### src/rtl/vreg_ctl.sv
module vreg_ctl #(
  parameter int ADDR_W = 8,
  parameter int DATA_W = 32,
  parameter int CAL_W  = 6,
  parameter logic [CAL_W-1:0]  CAL_RST  = 6'h20,
  parameter logic [7:0]        KEY      = 8'hA5,
  parameter logic [ADDR_W-1:0] CTRL_OFS = 8'h00,
  parameter logic [ADDR_W-1:0] STAT_OFS = 8'h04,
  parameter logic [ADDR_W-1:0] IEN_OFS  = 8'h08,
  parameter logic [ADDR_W-1:0] ICLR_OFS = 8'h0C,
  parameter logic [ADDR_W-1:0] UNLK_OFS = 8'h10
) (
  input  logic              clk,
  input  logic              por_n,
  input  logic              rst_n,
  input  logic [ADDR_W-1:0] addr,
  input  logic              wr_en,
  input  logic              rd_en,
  input  logic [DATA_W-1:0] wdata,
  output logic [DATA_W-1:0] rdata,
  input  logic              reg_ready_i,
  output logic              reg_disable_o,
  output logic [CAL_W-1:0]  reg_calib_o,
  output logic              irq_o
);
  localparam int CAL_LSB = 8;
  localparam int FRZ_BIT = DATA_W - 1;
  localparam int KEY_LSB = DATA_W - 8;

  logic              off_q, frz_q, rdy_q, flag_q, ien_q, unl_q;
  logic [CAL_W-1:0]  cal_q;
  logic [ADDR_W-1:0] unl_ofs_q;

  logic access, key_wr, ctrl_wr, clr_wr, rdy_nxt, rise;

  assign access  = wr_en | rd_en;
  assign key_wr  = wr_en && addr == UNLK_OFS && wdata[KEY_LSB +: 8] == KEY;
  assign ctrl_wr = wr_en && addr == CTRL_OFS && unl_q && unl_ofs_q == CTRL_OFS && !frz_q;
  assign clr_wr  = wr_en && addr == ICLR_OFS && wdata[0];
  assign rdy_nxt = reg_ready_i & ~off_q;
  assign rise    = rdy_nxt & ~rdy_q;

  always_ff @(posedge clk or negedge por_n) begin
    if (!por_n) begin
      off_q <= 1'b0;
      cal_q <= CAL_RST;
      frz_q <= 1'b0;
    end else if (!rst_n) begin
      if (!frz_q) begin
        off_q <= 1'b0;
        cal_q <= CAL_RST;
      end
    end else if (ctrl_wr) begin
      off_q <= wdata[0];
      cal_q <= wdata[CAL_LSB +: CAL_W];
      frz_q <= wdata[FRZ_BIT];
    end
  end

  always_ff @(posedge clk or negedge por_n) begin
    if (!por_n) begin
      rdy_q     <= 1'b0;
      flag_q    <= 1'b0;
      ien_q     <= 1'b0;
      unl_q     <= 1'b0;
      unl_ofs_q <= '0;
    end else if (!rst_n) begin
      rdy_q     <= 1'b0;
      flag_q    <= 1'b0;
      ien_q     <= 1'b0;
      unl_q     <= 1'b0;
      unl_ofs_q <= '0;
    end else begin
      rdy_q  <= rdy_nxt;
      flag_q <= rise | (flag_q & ~clr_wr);
      if (wr_en && addr == IEN_OFS) ien_q <= wdata[0];
      if (key_wr) begin
        unl_q     <= 1'b1;
        unl_ofs_q <= wdata[ADDR_W-1:0];
      end else if (access) begin
        unl_q <= 1'b0;
      end
    end
  end

  always_comb begin
    rdata = '0;
    case (addr)
      CTRL_OFS: begin
        rdata[0]                = off_q;
        rdata[CAL_LSB +: CAL_W] = cal_q;
        rdata[FRZ_BIT]          = frz_q;
      end
      STAT_OFS: rdata[1:0] = {flag_q, rdy_q};
      IEN_OFS:  rdata[0]   = ien_q;
      default:  rdata      = '0;
    endcase
  end

  assign reg_disable_o = off_q;
  assign reg_calib_o   = cal_q;
  assign irq_o         = flag_q & ien_q;

  AST_LOCKED_WRITE_IGNORED: assert property (@(posedge clk) disable iff (!por_n || !rst_n)
    (wr_en && addr == CTRL_OFS && !unl_q) |=> ($stable(off_q) && $stable(cal_q) && $stable(frz_q)));
  AST_FROZEN_HOLDS: assert property (@(posedge clk) disable iff (!por_n || !rst_n)
    frz_q |=> (frz_q && $stable(off_q) && $stable(cal_q)));
  AST_FLAG_ON_RISE_ONLY: assert property (@(posedge clk) disable iff (!por_n || !rst_n)
    $rose(flag_q) |-> $rose(rdy_q));
  AST_UNLOCK_CANCEL: assert property (@(posedge clk) disable iff (!por_n || !rst_n)
    (access && !(wr_en && addr == UNLK_OFS)) |=> !unl_q);
  AST_FLAG_STICKY: assert property (@(posedge clk) disable iff (!por_n || !rst_n)
    (flag_q && !clr_wr) |=> flag_q);
  AST_NOT_READY_WHEN_OFF: assert property (@(posedge clk) disable iff (!por_n || !rst_n)
    (off_q && $stable(off_q)) |-> !rdy_q);
endmodule

### config.mk
export PLATFORM = sky130hd
export DESIGN_NAME = vreg_ctl
export DESIGN_NICKNAME = d
export VERILOG_FILES = /design/src/rtl/vreg_ctl.sv
export SDC_FILE = /design/constraint.sdc
export NUM_CORES = 1
export LEC_CHECK = 0
export ABC_CLOCK_PERIOD_IN_PS = 2500
export BUFFER_PORTS_ARGS = -buffer_cell sky130_fd_sc_hd__buf_2
export CAP_MARGIN = 15
export CORE_UTILIZATION = 45
export DETAILED_ROUTE_END_ITERATION = 16
export PLACE_DENSITY = 0.81
export SLEW_MARGIN = 20
export SYNTH_ARGS = -nofsm -noshare
export SYNTH_HDL_FRONTEND = slang
export SYNTH_SLANG_ARGS = --single-unit
### constraint.sdc
create_clock -name clk -period 2.5 [get_ports clk]
set_input_delay 0.375 -clock clk [delete_from_list [all_inputs] [get_ports clk]]
set_output_delay 0.375 -clock clk [all_outputs]
set_load 0.05 [all_outputs]
==> results.txt <==
The share of synthesized area occupied by flip-flops and latches came out at 38.0%. The run gives 0.00675 ns as the worst clock skew. During I/O placement, the number of pins put on the boundary was 86. The initialized floorplan defines 19 standard-cell rows. In this run the tightest slew margin relative to its limit is 51.1%. The core region is 2760 µm². The floorplan step set the die height to 56.1 µm. The depth of the CTS H-tree is 1. Hold is met by 0.00340 ns.

The buffer cell driving the clock tree root is sky130_fd_sc_hd__clkbuf_4. VDD sags by at most 0.352 mV. The number of flip-flops and latches in the synthesized netlist works out to 20. At the end of routability-driven placement, the weighted congestion stood at 0.795.

In this design, the critical path's most frequently occurring cell is sky130_fd_sc_hd__buf_2. The run gives 0 as the number of endpoints failing setup at the final stage. After detailed routing, the number of remaining DRC violations is 0. The total overflow left after global routing is 0.

The count of nets left with antenna violations once routing finished came out at 0. The first-pass GRT wire length is 4510 µm. Clock tree synthesis found a total of 20 sinks. Measured along the x axis, the die boundary spans 56.1 µm. The areal power density over the cells works out to 409 nW/µm². TritonCTS built the clock tree. Counting instances in the post-synthesis netlist gives the leading cell types as sky130_fd_sc_hd__buf_4, sky130_fd_sc_hd__dfrtp_1, sky130_fd_sc_hd__nand3_1, sky130_fd_sc_hd__o21ai_1. Data on the critical path arrives at its endpoint at 1.66 ns.

The critical path startpoint category was an input pin. The logs give 0 for the antenna diode count and 0.30 ns for the later-pin clock latency in the skew report. The transition time at the pin with the least slew margin came out at 0.729 ns.

The largest single stage delay on the critical path is 0.43 ns. The count of buffers added on input and output ports is 52. The pin count of the biggest net entering global routing is 21. The via density per instance is 5.22.

The hold violation count in the final report was 0; the number of synthesized flops with an enable pin was 0. After layout, the worst path uses 81.5% of the clock period. The number of DRC violations after detailed-routing iteration 0 is 41, and the worst slack at placement is 0.465 ns.

The number of cells upsized or downsized after cts was 0. sky130_fd_sc_hd__dfrtp_1 takes more of the synthesized area than any other cell. The tools report the number of global-route vias before repair as 1045.

The dominant register cell in the synthesized netlist was sky130_fd_sc_hd__dfrtp_1. Fraction of layout instances using a drive strength above 1: 34.0%. The total number of vias came out at 1174. Yosys printed 0 warnings.

Setup repair after global routing left no endpoint under its margin. The flow ran to the end, and the final reports show no timing, DRC or antenna violations. Data on the critical path is required at its endpoint by 2.12 ns.

Before antenna repair, the detailed router went through 4 iterations. The share of flip-flops with an asynchronous set or reset after synthesis came out at 100%. Number of buffers inserted for hold repair after clock tree synthesis: 0. Static timing analysis puts the maximum clock frequency at 491 MHz. The routed design could run at a clock period as short as 2.04 ns. The category of the critical setup timing path is input pin to output pin. The clock input transition at the sequential cells of the worst setup and hold paths is 0.11 ns.

The overall fraction of global-route tracks in use was 18.1%; the final-stage net count was 241. The CTS buffer count was 3. The average detailed-routed wire length per instance was 12.4 µm. The logs give 0 for the max-slew violation total from the final report and 2800 µm for the post-detailed-routing wire length. For the number of buffers on the longest clock path, the log shows 2. After layout, the worst setup slack is 0.463 ns. The die covers 3150 µm².

The initial antenna violation count is 0. The critical path goes through buf_2, nor4_2, and4b_1, a22oi_1, o31ai_1, buf_2. In the synthesized netlist, the number of instances is 144. For the starting density of the core, the log shows 47.8%. The class of the most critical hold timing path is input pin to asynchronous set/reset pin.

The summed negative setup slack over all endpoints is 0 ns, and the max-cap check violation count is 0. The share of synthesized area in the top cell type comes to 36.1%. The HPWL after detailed placement is 2170 µm. The run gives 0 as the buffers inserted during post-CTS setup optimization.

The netlist area before placement came out at 1320 µm². By instance count, the leading cell after synthesis is sky130_fd_sc_hd__buf_4. The tools report the leakage power as 0.000826 µW. The largest fanout on the critical path is 4, and the per-instance average area after synthesis is 9.16 µm². Critical path endpoint category: an output pin. Ranked by total cell area, the synthesized netlist is headed by sky130_fd_sc_hd__dfrtp_1, sky130_fd_sc_hd__buf_4, sky130_fd_sc_hd__nand3_1. The cell with the biggest individual delay on the critical path was sky130_fd_sc_hd__nor4_2.

From synthesis to final layout, the design area changed by 15.4%. The number of different library cells used by synthesis comes to 40.
## cell usage in the layout (no fill, tap or decap), drive strengths merged
cell type | netlist | layout
nand2 | 8 | 8
a22oi | 1 | 1
and4 | 3 | 3
nor3b | 2 | 2
o21ai | 17 | 17
o2bb2ai | 1 | 1
a21o | 1 | 1
a21oi | 9 | 9
and2 | 2 | 2
buf | 28 | 54
or3 | 1 | 1
nor4 | 4 | 4
nand3 | 14 | 14
and3 | 7 | 7
dfstp | 1 | 1
nor4b | 1 | 1
and4bb | 2 | 2
a211o | 1 | 1
nor3 | 3 | 3
dfrtp | 19 | 19
and4b | 2 | 2
nor2 | 3 | 3
o31ai | 1 | 1
nand4 | 2 | 2
conb | 1 | 23
clkbuf | 2 | 4
or4 | 1 | 1
nor2b | 2 | 2
inv | 2 | 2
mux2i | 2 | 2
a211oi | 1 | 1
## cells by family (layout without fill, tap and decap cells)
group / after synthesis / in the layout / share of synthesized area [%]
AO/OA/AOI/OAI: 32 / 32 / 13.8
other: 1 / 23 / 0.284
buffers and inverters: 32 / 60 / 17.3
multiplexers: 2 / 2 / 1.52
flip-flops: 20 / 20 / 38.0
AND/OR/NAND/NOR: 57 / 57 / 29.1
## worst max-delay path: cells and delay by family
kind,cells,cell delay [ns]
simple gates,2,0.72
buf+inv,2,0.42
compound gates,2,0.15
## stage by stage
step	instance area, µm²	utilization [%]	std cells	power (µW)
final	1520	55.2	225	622
after detailed placement	1500	54.2	221	469
after global placement	1500	54.2	221	469
after CTS	1520	55.2	225	627
after floorplan	1400	-	166	455
after global routing	1520	55.2	225	648
## final cells by class
| class | count | area [µm²] |
|---|---|---|
| fill | 282 | 1240 |
| multi-input combinational | 114 | 672 |
| tap | 31 | 38.8 |
| inverter | 2 | 7.51 |
| timing repair buffer | 54 | 275 |
| clock buffer | 4 | 26.3 |
| sequential | 20 | 502 |
## routing by layer
metal | vias up | share of wire (%) | GRT usage (%)
li1 | 578 | - | -
met1 | 549 | 42 | 23.1
met2 | 47 | 51 | 31.3
met3 | 0 | 6.6 | 3.02
met4 | 0 | 0 | 5.57
met5 | - | 0 | 0
## sequential cells by signal (all words and copies together), names as in the netlist
name / flops
unl_ofs_q: 8
reg_calib_o: 6
flag_q: 1
frz_q: 1
ien_q: 1
rdy_q: 1
reg_disable_o: 1
unl_q: 1
## path summary, 6_finish.rpt
kind	slack [ns]	start	depth (start not counted)	end
setup / recovery	0.46	addr[5]	6	rdata[0]
hold / removal	0.003	por_n	1	rdy_q
setup reg to reg	0.85	frz_q	4	reg_disable_o
hold reg to reg	0.53	rdy_q	2	flag_q
max in group asynchronous	2.15	por_n	1	reg_calib_o[5]
min in group clk	0.30	wdata[31]	2	frz_q
## power by group
part	switching (µW)	total (µW)	internal, µW	leakage, µW
sequential	1.17	327	326	0.000274
clock	96.6	159	62.1	0.0000150
combinational	108	136	27.5	0.000537
No activity file was read; power rests on OpenSTA's default activity.
